`config.mk`:
```
export PLATFORM = sky130hd
export DESIGN_NAME = pkt_mem_cmd
export DESIGN_NICKNAME = d
export VERILOG_FILES = /design/src/rtl/pmc_pkg.sv /design/src/rtl/pmc_addr_gen.sv /design/src/rtl/pmc_len_cnt.sv /design/src/rtl/pmc_reply.sv /design/src/rtl/pkt_mem_cmd.sv
export SDC_FILE = /design/constraint.sdc
export NUM_CORES = 1
export LEC_CHECK = 0
export BUFFER_PORTS_ARGS = -buffer_cell sky130_fd_sc_hd__clkbuf_2
export CAP_MARGIN = 5
export CORE_MARGIN = 1
export CORE_UTILIZATION = 48
export CTS_CLUSTER_DIAMETER = 50
export DETAILED_ROUTE_END_ITERATION = 7
export GPL_ROUTABILITY_DRIVEN = 0
export PLACE_DENSITY_LB_ADDON = 0.3
export SKIP_CTS_REPAIR_TIMING = 1
export SYNTH_ARGS = -nofsm -noshare
export SYNTH_HDL_FRONTEND = slang
export SYNTH_SLANG_ARGS = --single-unit
```
`constraint.sdc`:
```
create_clock -name clk_i -period 2.65 [get_ports clk_i]
set_input_delay 0.265 -clock clk_i [delete_from_list [all_inputs] [get_ports clk_i]]
set_output_delay 0.265 -clock clk_i [all_outputs]
set_load 0.01 [all_outputs]
```
`src/rtl/pmc_pkg.sv`:
```
package pmc_pkg;
  typedef enum logic [2:0] {
    ST_HDR,
    ST_WDATA,
    ST_RCNT,
    ST_RRUN,
    ST_RLAST
  } pmc_state_e;
endpackage

```
`src/rtl/pmc_addr_gen.sv`:
```
module pmc_addr_gen #(
  parameter int ADDR_W = 28
) (
  input  logic              clk_i,
  input  logic              rst_ni,
  input  logic              load_i,
  input  logic [ADDR_W-1:0] load_val_i,
  input  logic              step_i,
  output logic [ADDR_W-1:0] addr_o
);
  localparam logic [ADDR_W-1:0] ONE = ADDR_W'(1);

  always_ff @(posedge clk_i or negedge rst_ni) begin
    if (!rst_ni)     addr_o <= '0;
    else if (load_i) addr_o <= load_val_i;
    else if (step_i) addr_o <= addr_o + ONE;  // natural wrap
  end

  a_r8_addr_wraps: assert property (@(posedge clk_i) disable iff (!rst_ni)
    (step_i && !load_i) |=> addr_o == ADDR_W'($past(addr_o) + ONE));
endmodule

```
`src/rtl/pmc_len_cnt.sv`:
```
module pmc_len_cnt #(
  parameter int CNT_W = 24
) (
  input  logic             clk_i,
  input  logic             rst_ni,
  input  logic             load_i,
  input  logic [CNT_W-1:0] load_val_i,
  input  logic             dec_i,
  output logic             last_o
);
  localparam logic [CNT_W-1:0] ONE = CNT_W'(1);
  logic [CNT_W-1:0] cnt_q;

  always_ff @(posedge clk_i or negedge rst_ni) begin
    if (!rst_ni)     cnt_q <= '0;
    else if (load_i) cnt_q <= load_val_i;
    else if (dec_i)  cnt_q <= cnt_q - ONE;
  end

  assign last_o = (cnt_q == ONE);

  a_r5_no_underflow: assert property (@(posedge clk_i) disable iff (!rst_ni)
    dec_i |-> cnt_q != '0);
endmodule

```
`src/rtl/pmc_reply.sv`:
```
module pmc_reply #(
  parameter int DATA_W = 32
) (
  input  logic              clk_i,
  input  logic              rst_ni,
  input  logic              issue_i,
  input  logic              last_i,
  input  logic [DATA_W-1:0] rdata_i,
  output logic              en_o,
  output logic              eop_o,
  output logic [DATA_W-1:0] data_o
);
  logic pend_q, last_q;

  always_ff @(posedge clk_i or negedge rst_ni) begin
    if (!rst_ni) begin
      pend_q <= 1'b0;
      last_q <= 1'b0;
    end else begin
      pend_q <= issue_i;
      last_q <= issue_i && last_i;
    end
  end

  assign en_o   = pend_q;
  assign eop_o  = pend_q && last_q;
  assign data_o = pend_q ? rdata_i : '0;

  a_r6_eop_on_word: assert property (@(posedge clk_i) disable iff (!rst_ni)
    eop_o |-> en_o);
  a_r6_word_after_issue: assert property (@(posedge clk_i) disable iff (!rst_ni)
    issue_i |=> en_o);
endmodule

```
`src/rtl/pkt_mem_cmd.sv`:
```
module pkt_mem_cmd
  import pmc_pkg::*;
#(
  parameter int DATA_W  = 32,
  parameter int ADDR_W  = 28,
  parameter int CNT_W   = 24,
  parameter int ACC_BIT = 31
) (
  input  logic              clk_i,
  input  logic              rst_ni,
  input  logic              in_en_i,
  input  logic              in_eop_i,
  input  logic [DATA_W-1:0] in_data_i,
  output logic              in_busy_o,
  output logic              mem_req_o,
  output logic              mem_we_o,
  output logic [ADDR_W-1:0] mem_addr_o,
  output logic [DATA_W-1:0] mem_wdata_o,
  input  logic              mem_ready_i,
  input  logic [DATA_W-1:0] mem_rdata_i,
  output logic              out_req_o,
  input  logic              out_grant_i,
  output logic              out_en_o,
  output logic              out_eop_o,
  output logic [DATA_W-1:0] out_data_o
);
  localparam logic [CNT_W-1:0] CNT_ZERO = '0;

  pmc_state_e st_q, st_d;
  logic acc, is_wr_hdr, cnt_zero;
  logic wr_fire, rd_fire, len_last;
  logic addr_load, len_load;

  assign in_busy_o = (st_q == ST_RRUN) || (st_q == ST_RLAST) ||
                     ((st_q == ST_WDATA) && !mem_ready_i);
  assign acc       = in_en_i && !in_busy_o;
  assign is_wr_hdr = in_data_i[ACC_BIT];
  assign cnt_zero  = (in_data_i[CNT_W-1:0] == CNT_ZERO);

  assign wr_fire = (st_q == ST_WDATA) && in_en_i && mem_ready_i;
  assign rd_fire = (st_q == ST_RRUN) && out_grant_i && mem_ready_i;

  assign addr_load = (st_q == ST_HDR) && acc;
  assign len_load  = (st_q == ST_RCNT) && acc;

  always_comb begin
    st_d = st_q;
    unique case (st_q)
      ST_HDR:   if (acc && !in_eop_i) st_d = is_wr_hdr ? ST_WDATA : ST_RCNT;
      ST_WDATA: if (acc && in_eop_i) st_d = ST_HDR;
      ST_RCNT:  if (acc) st_d = cnt_zero ? ST_HDR : ST_RRUN;
      ST_RRUN:  if (rd_fire && len_last) st_d = ST_RLAST;
      ST_RLAST: st_d = ST_HDR;
      default:  st_d = ST_HDR;
    endcase
  end

  always_ff @(posedge clk_i or negedge rst_ni) begin
    if (!rst_ni) st_q <= ST_HDR;
    else         st_q <= st_d;
  end

  pmc_addr_gen #(.ADDR_W(ADDR_W)) u_addr (
    .clk_i      (clk_i),
    .rst_ni     (rst_ni),
    .load_i     (addr_load),
    .load_val_i (in_data_i[ADDR_W-1:0]),
    .step_i     (wr_fire || rd_fire),
    .addr_o     (mem_addr_o)
  );

  pmc_len_cnt #(.CNT_W(CNT_W)) u_len (
    .clk_i      (clk_i),
    .rst_ni     (rst_ni),
    .load_i     (len_load),
    .load_val_i (in_data_i[CNT_W-1:0]),
    .dec_i      (rd_fire),
    .last_o     (len_last)
  );

  pmc_reply #(.DATA_W(DATA_W)) u_reply (
    .clk_i   (clk_i),
    .rst_ni  (rst_ni),
    .issue_i (rd_fire),
    .last_i  (len_last),
    .rdata_i (mem_rdata_i),
    .en_o    (out_en_o),
    .eop_o   (out_eop_o),
    .data_o  (out_data_o)
  );

  assign mem_req_o   = ((st_q == ST_WDATA) && in_en_i) || ((st_q == ST_RRUN) && out_grant_i);
  assign mem_we_o    = (st_q == ST_WDATA);
  assign mem_wdata_o = in_data_i;
  assign out_req_o   = (st_q == ST_RRUN) || (st_q == ST_RLAST);

  a_r10_read_needs_grant: assert property (@(posedge clk_i) disable iff (!rst_ni)
    (mem_req_o && !mem_we_o) |-> out_grant_i);
  a_r10_word_under_req: assert property (@(posedge clk_i) disable iff (!rst_ni)
    out_en_o |-> out_req_o);
  a_r9_busy_in_reply: assert property (@(posedge clk_i) disable iff (!rst_ni)
    out_en_o |-> in_busy_o);
  a_r2_write_from_input: assert property (@(posedge clk_i) disable iff (!rst_ni)
    (mem_req_o && mem_we_o) |-> in_en_i);
  a_r6_eop_ends_reply: assert property (@(posedge clk_i) disable iff (!rst_ni)
    out_eop_o |=> !out_req_o);
endmodule

```
==> flow_summary.json, run 1 <==
{
  "initial_core_util_pct": 49.9,
  "place_area_mm2": 0.00451,
  "maxCapViolations": 0,
  "htree_levels": 3,
  "status": "finished clean",
  "vdd_drop_max_uv": 461,
  "synthFlopType": "dfrtp_1",
  "via_count": 3863,
  "die_area_mm2": 0.00839,
  "wire_per_inst_um": 16.2,
  "final_cells": 686,
  "io_pins": 168,
  "whs_ps": 160,
  "clkPwrFrac_pct": 16.8,
  "synth_top_area_share_pct": 37.0,
  "root_buffer": "clkbuf_8",
  "grt_pass1_wl_um": 18000,
  "grt_overflow": 0,
  "timing.rr.end": "u_addr.addr_o[9]",
  "ys_seq_elements": 57,
  "syn_to_final_growth_pct": 21.8,
  "startpoint_type": "flop",
  "powerDensity_mw_per_mm2": 920,
  "min_to": "u_addr.addr_o[25]",
  "diodes": 0,
  "worstSetupPathType": "flop to flop",
  "viasPerCell": 5.63,
  "initialDrtViolationCount": 246,
  "postLayoutCellArea_mm2": 0.00469,
  "synth_cell_types": 50,
  "antenna_left": 0,
  "die_h_um": 91.6,
  "netSwitchingFraction_pct": 44.2,
  "synth.cell_area_mm2": 0.00385,
  "seq_area_frac_synth_pct": 37.0,
  "synth_edf_count": 0,
  "dp_cells": 670,
  "cp.required_ps": 2930,
  "detail_route.first_pass.iterations": 5,
  "syn_nets": 525,
  "p_int_mw": 2.41,
  "hpwlAfterDp_um": 8520,
  "power_leakage_nw": 2.16,
  "cts_tree": "yes",
  "hold_depth": 3,
  "antenna_found_initial": 0,
  "die_w_um": 91.6,
  "finalWirelength_um": 11100,
  "rsz0062_at_grt": "false",
  "cts.path.max_buffers": 2,
  "rr_startpoint": "st_q[1]",
  "p_comb_share_pct": 40.9,
  "cp-end-kind": "flop",
  "p_seq_share_pct": 42.3,
  "hp-class": "input pin to flop",
  "min_from": "in_data_i[25]",
  "synthTopCellsByCount": "nand2_1 (69), dfrtp_1 (57), and2_1 (35)",
  "r2r_slack_ps": 450,
  "drive_gt1_share_pct": 33.4,
  "path_clk_slew_ps": 70,
  "synthTopCellsByArea": "dfrtp_1 (37%), nand2_1 (6.7%), buf_4 (6.4%)",
  "crit_slowest_cell": "mux2i_1",
  "fin_crit_sh_pct": 83.0,
  "fin_tns_setup_ps": 0,
  "p_switching_mw": 1.91,
  "max_freq_mhz": 455,
  "hold_violations": 0,
  "min_period_ps": 2200,
  "yosys.area.top_type": "dfrtp_1",
  "relSlewSlack_pct": 54.4,
  "clkSinkCount": 57,
  "syn_inst": 452,
  "grt_usage_pct": 27.7,
  "critPathMaxFanout": 13,
  "synth.most_common_cell": "nand2_1",
  "async_flop_share_pct": 100,
  "yosysWarningCount": 0,
  "cp.arrival_ps": 2480,
  "path_cells": "mux2i_1 > nor2_1 > nor2_1 > o21ai_0 > nand3_1",
  "setup_viol": 0,
  "critPathMaxStageDelay_ps": 630,
  "reg2reg_depth": 5,
  "maxSlewViolCount": 0,
  "skew_ps": 12.6,
  "synth.avg_cell_area_um2": 8.52,
  "insertion_delay_ps": 340,
  "grt_pass1_vias": 3717,
  "final_nets": 653,
  "port_buffers": 161,
  "cpMostUsedCell": "nor2_1",
  "core_mm2": 0.00773,
  "rows": 32,
  "grt_max_degree": 44,
  "drcViolationCount": 0,
  "tightestPinTransition_ps": 666,
  "cts_made_buffers": 9
}
## per-layer routing
metal	track usage, %	wire length (um)	vias to the layer above
li1	-	-	1847
met1	32.8	4510	1823
met2	47.9	5620	166
met3	4.77	727	27
met4	14.2	289	0
met5	0	0	-
## state kept, by name, indices dropped and copies added, names as in the netlist
| register | count |
|---|---|
| st_q | 3 |
| u_addr.addr_o | 28 |
| u_len.cnt_q | 24 |
| u_reply.en_o | 1 |
| u_reply.last_q | 1 |
## cell type report
| cell class | instances | area [um2] |
|---|---|---|
| tap | 102 | 128 |
| inverter | 4 | 15.0 |
| multi-input combinational | 341 | 2100 |
| clock inverter | 2 | 13.8 |
| clock buffer | 13 | 159 |
| sequential | 57 | 1430 |
| fill | 685 | 3040 |
| timing repair buffer | 167 | 853 |
## how the worst max path moves through the flow
stage                     slack (ps)       startpoint  cells past startpoint                 to
final                            450          st_q[1]                      5   u_addr.addr_o[9]
after global routing             190          st_q[1]                      5  u_addr.addr_o[22]
after CTS                        470          st_q[1]                      5   u_addr.addr_o[9]
after detailed placement         460          st_q[1]                      5   u_addr.addr_o[9]
after global placement           590          st_q[1]                      5  u_addr.addr_o[23]
after floorplan                  710  u_len.cnt_q[10]                      5    u_len.cnt_q[15]
## per-stage QoR
stage / worst slack (ps) / utilization, % / power (mW)
floorplan: 714 / - / 2.91
global placement: 586 / 58.4 / 3.50
detailed placement: 460 / 58.4 / 3.57
CTS: 472 / 60.6 / 4.31
global route: 188 / 60.7 / 4.63
finish: 451 / 60.7 / 4.32
## cells in the final DEF, fill, tap and decap left out, types with 5 or more instances in the layout
cell type | synthesis | layout
dfrtp_1 | 57 | 57
o211ai_1 | 14 | 14
xor2_1 | 20 | 20
nand3_1 | 32 | 32
buf_4 | 33 | 5
nor4_1 | 12 | 12
nor3_1 | 11 | 10
o21ai_0 | 33 | 33
xnor2_1 | 6 | 6
nand2_1 | 69 | 69
clkbuf_2 | 0 | 161
clkbuf_8 | 0 | 11
nor2_1 | 22 | 22
nand4_1 | 14 | 14
or3_1 | 6 | 6
and2_1 | 35 | 35
## critical path, delay by kind of cell (launching register included)
family	cells	cell delay [ps]
and+or+nand+nor	3	770
muxes	1	630
DFF	1	550
AOI/OAI and AO/OA	1	180
## cell families after synthesis
kind of cell	share of synthesized area, %
compound gates	12.6
xor+xnor	5.91
fa+ha+maj	0.974
buf+inv	8.67
flops	37.0
mux	0.812
simple gates	34.0
## power groups by stage
stage,logic [mW],registers (mW),clock network [mW]
final,1.77,1.83,0.723
after floorplan,1.15,1.76,0
after global placement,1.72,1.79,0
after global routing,1.97,1.89,0.769
after CTS,1.77,1.80,0.731
after detailed placement,1.76,1.81,0
(Power assumes the default switching activity.)
==> run 2, diff against run 1 <==
--- a/config.mk
+++ b/config.mk
@@ -5,10 +5,11 @@
 export SDC_FILE = /design/constraint.sdc
 export NUM_CORES = 1
 export LEC_CHECK = 0
+export ABC_AREA = 1
 export BUFFER_PORTS_ARGS = -buffer_cell sky130_fd_sc_hd__clkbuf_2
 export CAP_MARGIN = 5
 export CORE_MARGIN = 1
-export CORE_UTILIZATION = 48
+export CORE_UTILIZATION = 50
 export CTS_CLUSTER_DIAMETER = 50
 export DETAILED_ROUTE_END_ITERATION = 7
 export GPL_ROUTABILITY_DRIVEN = 0
==> constraint.sdc (replaced) <==
create_clock -name clk_i -period 2.12 [get_ports clk_i]
set_input_delay 0.212 -clock clk_i [delete_from_list [all_inputs] [get_ports clk_i]]
set_output_delay 0.212 -clock clk_i [all_outputs]
set_load 0.01 [all_outputs]
==> flow_summary.json, run 2 <==
{
  "die_area_mm2": 0.00939,
  "powerDensity_mw_per_mm2": 1150,
  "path_cells": "inv_1 > nor3_2 > nand2_1 > o21ai_0 > clkbuf_2",
  "viasPerCell": 5.31,
  "final_cell_mix": "nand2_1 (235), clkbuf_2 (161), nor2_1 (103)",
  "finalWirelength_um": 13400,
  "hold_violations": 0,
  "yosys.area.top_type": "dfrtp_1",
  "synth_edf_count": 0,
  "reg_top3": "u_addr.addr_o: 28 flops, u_len.cnt_q: 24 flops, st_q: 3 flops",
  "core_mm2": 0.00872,
  "power_leakage_nw": 2.98,
  "synth.avg_cell_area_um2": 6.41,
  "synth.most_common_cell": "nand2_1",
  "skew_ps": 5.12,
  "crit_buf_inv": 2,
  "root_buffer": "clkbuf_8",
  "via_count": 5048,
  "antenna_found_initial": 0,
  "async_flop_share_pct": 100,
  "maxSlewViolCount": 0,
  "use_met3_pct": 6.14,
  "detail_route.first_pass.iterations": 5,
  "tightestPinTransition_ps": 731,
  "grtUsageMet1_pct": 35.3,
  "vdd_drop_max_uv": 598,
  "htree_levels": 3,
  "startpoint_type": "flop",
  "crit_family": "flip-flops",
  "cp.required_ps": 1910,
  "rsz0062_at_grt": "false",
  "relSlewSlack_pct": 51.3,
  "wire_per_inst_um": 14.1,
  "seq_area_frac_synth_pct": 31.7,
  "cts.path.max_buffers": 2,
  "fin_crit_sh_pct": 88.5,
  "synthFlopType": "dfrtp_1",
  "final_nets": 910,
  "die_w_um": 96.9,
  "io_pins": 168,
  "hpwlAfterDp_um": 10400,
  "whs_ps": 3.61,
  "critPathMaxFanout": 5,
  "grt_max_degree": 58,
  "largest_register_ffs": 28,
  "grt_overflow": 0,
  "final_common_cell": "nand2_1",
  "cts_made_buffers": 9,
  "cp-end-kind": "output port",
  "use_met2_pct": 48.6,
  "startpoint": "st_q[0]",
  "initialDrtViolationCount": 379,
  "die_h_um": 96.9,
  "insertion_delay_ps": 350,
  "synth_cell_types": 31,
  "drcViolationCount": 0,
  "fin_tns_setup_ps": 0,
  "syn_nets": 776,
  "synthTopCellsByArea": "dfrtp_1 (32%), nand2_1 (20%), nor2_1 (8.6%)",
  "diodes": 0,
  "max_freq_mhz": 533,
  "hp-class": "input pin to async pin",
  "busiest_layer": "met2",
  "rr_startpoint": "st_q[0]",
  "top_register": "u_addr.addr_o",
  "port_buffers": 161,
  "critPathMaxStageDelay_ps": 440,
  "grt_usage_pct": 29.3,
  "crit_slowest_cell": "dfrtp_1",
  "synth_top_area_share_pct": 31.7,
  "initial_core_util_pct": 51.6,
  "maxCapViolations": 0,
  "syn_to_final_growth_pct": 18.9,
  "synth.cell_area_mm2": 0.00450,
  "grt_pass1_wl_um": 22000,
  "path_clk_slew_ps": 70,
  "clkSinkCount": 57,
  "ys_seq_elements": 57,
  "drive_gt1_share_pct": 23.5,
  "cp.arrival_ps": 1660,
  "worstSetupPathType": "flop to output port",
  "pre_cts_slack_ps": 379,
  "grt_pass1_vias": 4687,
  "setup_slack_ps": 243,
  "min_period_ps": 1880,
  "setup_viol": 0,
  "antenna_left": 0,
  "synthTopCellsByCount": "nand2_1 (235), nor2_1 (103), inv_1 (87)",
  "status": "finished clean",
  "cts_tree": "yes",
  "syn_inst": 703,
  "yosysWarningCount": 0,
  "rows": 34
}
## run 2: cell types whose count changed in the layout (fill, tap and decap cells not counted), moves of 5 or more
| cell | before | now |
|---|---|---|
| o221ai_1 | 1 | 6 |
| nand3_1 | 32 | 54 |
| nand2_1 | 69 | 235 |
| inv_1 | 4 | 87 |
| or3_1 | 6 | 0 |
| o21ai_0 | 33 | 9 |
| nor2_1 | 22 | 103 |
| xor2_1 | 20 | 25 |
| and2_1 | 35 | 0 |
| nor4_1 | 12 | 0 |
## run 2: power breakdown
group          switching [mW]  internal (mW)  total (mW)
Combinational            1.86           1.15        3.01
Sequential              0.656           1.58        2.24
Clock                   0.480          0.415       0.895
Total                    3.00           3.15        6.15
## run 2: logic make-up (layout without fill, tap and decap cells)
logic type	Yosys count	count (layout)	synth area share, %
simple gates	425	425	39.4
buf+inv	138	277	14.7
flops	57	57	31.7
compound gates	47	47	7.00
xor+xnor	33	33	6.42
fa+ha+maj	3	3	0.833
## run 2: final timing paths
path | end | slack (ps) | depth (start not counted)
worst min-delay path | u_len.cnt_q[11] | 4 | 2
worst min register to register | u_len.cnt_q[23] | 540 | 2
worst max-delay path | mem_req_o | 240 | 5
max in group asynchronous | st_q[1] | 1630 | 2
min in group clk_i | u_len.cnt_q[4] | 120 | 3
worst max register to register | u_addr.addr_o[2] | 310 | 6
## run 2: stage by stage
step           utilization, %  cell area, um2  instances  power, mW
3_5_place_dp             59.5            5190        934       5.21
4_1_cts                  61.4            5350        950       6.12
3_3_place_gp             59.5            5190        934       5.10
6_report                 61.4            5350        950       6.15
2_1_floorplan               -            4500        703       4.21
5_1_grt                  61.4            5350        950       6.65
## run 2: metal layers
metal	wire [um]	share of wire, %	vias to the layer above
met1	5310	40	2299
li1	-	-	2447
met5	0	0	-
met4	552	4.1	0
met2	6460	48	258
met3	1040	7.8	44
## run 2: final cells by class
type	instances	area (um2)
clock inverters	6	35.0
well taps	108	135
flip-flops and latches	57	1430
clock buffers	10	128
multi-input cells	508	2420
inverters	92	348
repair buffers	169	866
fillers	830	3370
==> run 3, diff against run 2 <==
--- a/config.mk
+++ b/config.mk
@@ -10,10 +10,12 @@
 export CAP_MARGIN = 5
 export CORE_MARGIN = 1
 export CORE_UTILIZATION = 50
+export CTS_BUF_LIST = sky130_fd_sc_hd__clkbuf_16
 export CTS_CLUSTER_DIAMETER = 50
 export DETAILED_ROUTE_END_ITERATION = 7
 export GPL_ROUTABILITY_DRIVEN = 0
 export PLACE_DENSITY_LB_ADDON = 0.3
+export SETUP_SLACK_MARGIN = 0.5
 export SKIP_CTS_REPAIR_TIMING = 1
 export SYNTH_ARGS = -nofsm -noshare
 export SYNTH_HDL_FRONTEND = slang
==> flow_summary.json, run 3 (synthesized netlist as in run 2, its figures left out) <==
{
  "hold_violations": 0,
  "largest_register_ffs": 28,
  "p_switching_mw": 3.36,
  "multi_input_area_mm2": 0.00263,
  "path_cells": "buf_4 > nor3_4 > nand2_1 > o21ai_2 > buf_2",
  "detail_route.first_pass.iterations": 6,
  "grt_usage_pct": 29.6,
  "crit_slowest_cell": "dfrtp_2",
  "min_period_ps": 1670,
  "syn_to_final_growth_pct": 31.3,
  "final_cell_mix": "nand2_1 (232), clkbuf_2 (160), inv_1 (83)",
  "p_comb_share_pct": 49.2,
  "fin_crit_sh_pct": 79.0,
  "skew_ps": 3.83,
  "pre_cts_slack_ps": 379,
  "final_common_cell": "nand2_1",
  "reg2reg_depth": 8,
  "fill_cells": 733,
  "htree_levels": 3,
  "setup_viol": 0,
  "grt_pass1_vias": 4671,
  "hp-class": "input pin to async pin",
  "drcViolationCount": 0,
  "antenna_left": 0,
  "cp-end-kind": "output port",
  "fin_tns_setup_ps": 0,
  "diodes": 0,
  "path_clk_slew_ps": 50,
  "critPathMaxFanout": 3,
  "top_register": "u_addr.addr_o",
  "grt_pass1_wl_um": 22300,
  "maxSlewViolCount": 0,
  "drive_gt1_share_pct": 31.5,
  "cts.path.max_buffers": 2,
  "io_pins": 168,
  "max_freq_mhz": 597,
  "critPathMaxStageDelay_ps": 440,
  "insertion_delay_ps": 330,
  "status": "finished clean",
  "startpoint_type": "flop",
  "whs_ps": 31.7,
  "final_nets": 931,
  "powerDensity_mw_per_mm2": 1210,
  "r2r_slack_ps": 460,
  "power_leakage_nw": 3.17,
  "maxCapViolations": 0,
  "hpwlAfterDp_um": 10400,
  "clkPwrFrac_pct": 18.3,
  "timing.rr.end": "u_addr.addr_o[10]",
  "die_w_um": 96.9,
  "cp.arrival_ps": 1460,
  "seqCellArea_mm2": 0.00144,
  "initialDrtViolationCount": 374,
  "netSwitchingFraction_pct": 47.0,
  "via_count": 5258,
  "vdd_drop_max_uv": 745,
  "root_buffer": "clkbuf_16",
  "grt_overflow": 0,
  "setup_slack_ps": 445,
  "viasPerCell": 5.42,
  "finalWirelength_um": 14600,
  "grt_max_degree": 58,
  "cts_made_buffers": 9,
  "cp.required_ps": 1910,
  "crit_buf_inv": 2,
  "rr_startpoint": "st_q[2]",
  "wire_per_inst_um": 15.0,
  "worstSetupPathType": "flop to output port",
  "crit_family": "flip-flops",
  "relSlewSlack_pct": 50.9,
  "die_area_mm2": 0.00939,
  "p_int_mw": 3.79,
  "initial_core_util_pct": 51.6,
  "antenna_found_initial": 0,
  "p_seq_share_pct": 32.4,
  "tightestPinTransition_ps": 736,
  "cts_tree": "yes",
  "reg_top3": "u_addr.addr_o: 28 flops, u_len.cnt_q: 24 flops, st_q: 3 flops",
  "port_buffers": 161,
  "die_h_um": 96.9,
  "clkSinkCount": 57,
  "core_mm2": 0.00872,
  "rsz0062_at_grt": "true",
  "rows": 34
}
-- run 3: stage by stage --
stage / instance area (um2) / power (mW) / std cells / utilization, %
after global routing: 5910 / 7.63 / 971 / 67.8
after CTS: 5460 / 6.54 / 950 / 62.6
after detailed placement: 5190 / 5.21 / 934 / 59.5
after floorplan: 4500 / 4.21 / 703 / -
final: 5910 / 7.16 / 971 / 67.8
after global placement: 5190 / 5.10 / 934 / 59.5
-- run 3: power by group through the flow --
stage                     combinational [mW]  sequential, mW  clock [mW]
final                                   3.52            2.32        1.31
after global placement                  2.91            2.19           0
after global routing                    3.89            2.38        1.36
after detailed placement                3.00            2.21           0
after floorplan                         2.02            2.19           0
after CTS                               3.01            2.22        1.31
-- run 3: layout make-up --
type,count,area share (%)
repair buffers,190,18.3
multi-input cells,508,44.5
clock inverters,7,0.656
clock buffers,9,3.81
inverters,92,6.18
well taps,108,2.28
flip-flops and latches,57,24.3
-- run 3: per-layer routing --
| layer | up-vias | GRT usage, % | share of wire (%) | routed length [um] |
|---|---|---|---|---|
| met4 | 0 | 16.5 | 4.7 | 692 |
| met1 | 2382 | 35.8 | 39 | 5620 |
| met2 | 314 | 49.6 | 49 | 7170 |
| met5 | - | 0 | 0 | 0 |
| met3 | 64 | 5.27 | 7.5 | 1090 |
| li1 | 2498 | - | - | - |
-- run 3: worst max-delay path by stage --
stage / start / cells past startpoint / endpoint / slack (ps)
after floorplan: st_q[2] / 8 / u_len.cnt_q[13] / 520
after global placement: u_addr.addr_o[1] / 9 / u_addr.addr_o[12] / 440
after detailed placement: st_q[2] / 8 / u_len.cnt_q[15] / 380
after CTS: st_q[0] / 5 / mem_req_o / 360
after global routing: st_q[2] / 10 / u_addr.addr_o[25] / 390
final: st_q[2] / 5 / mem_req_o / 450
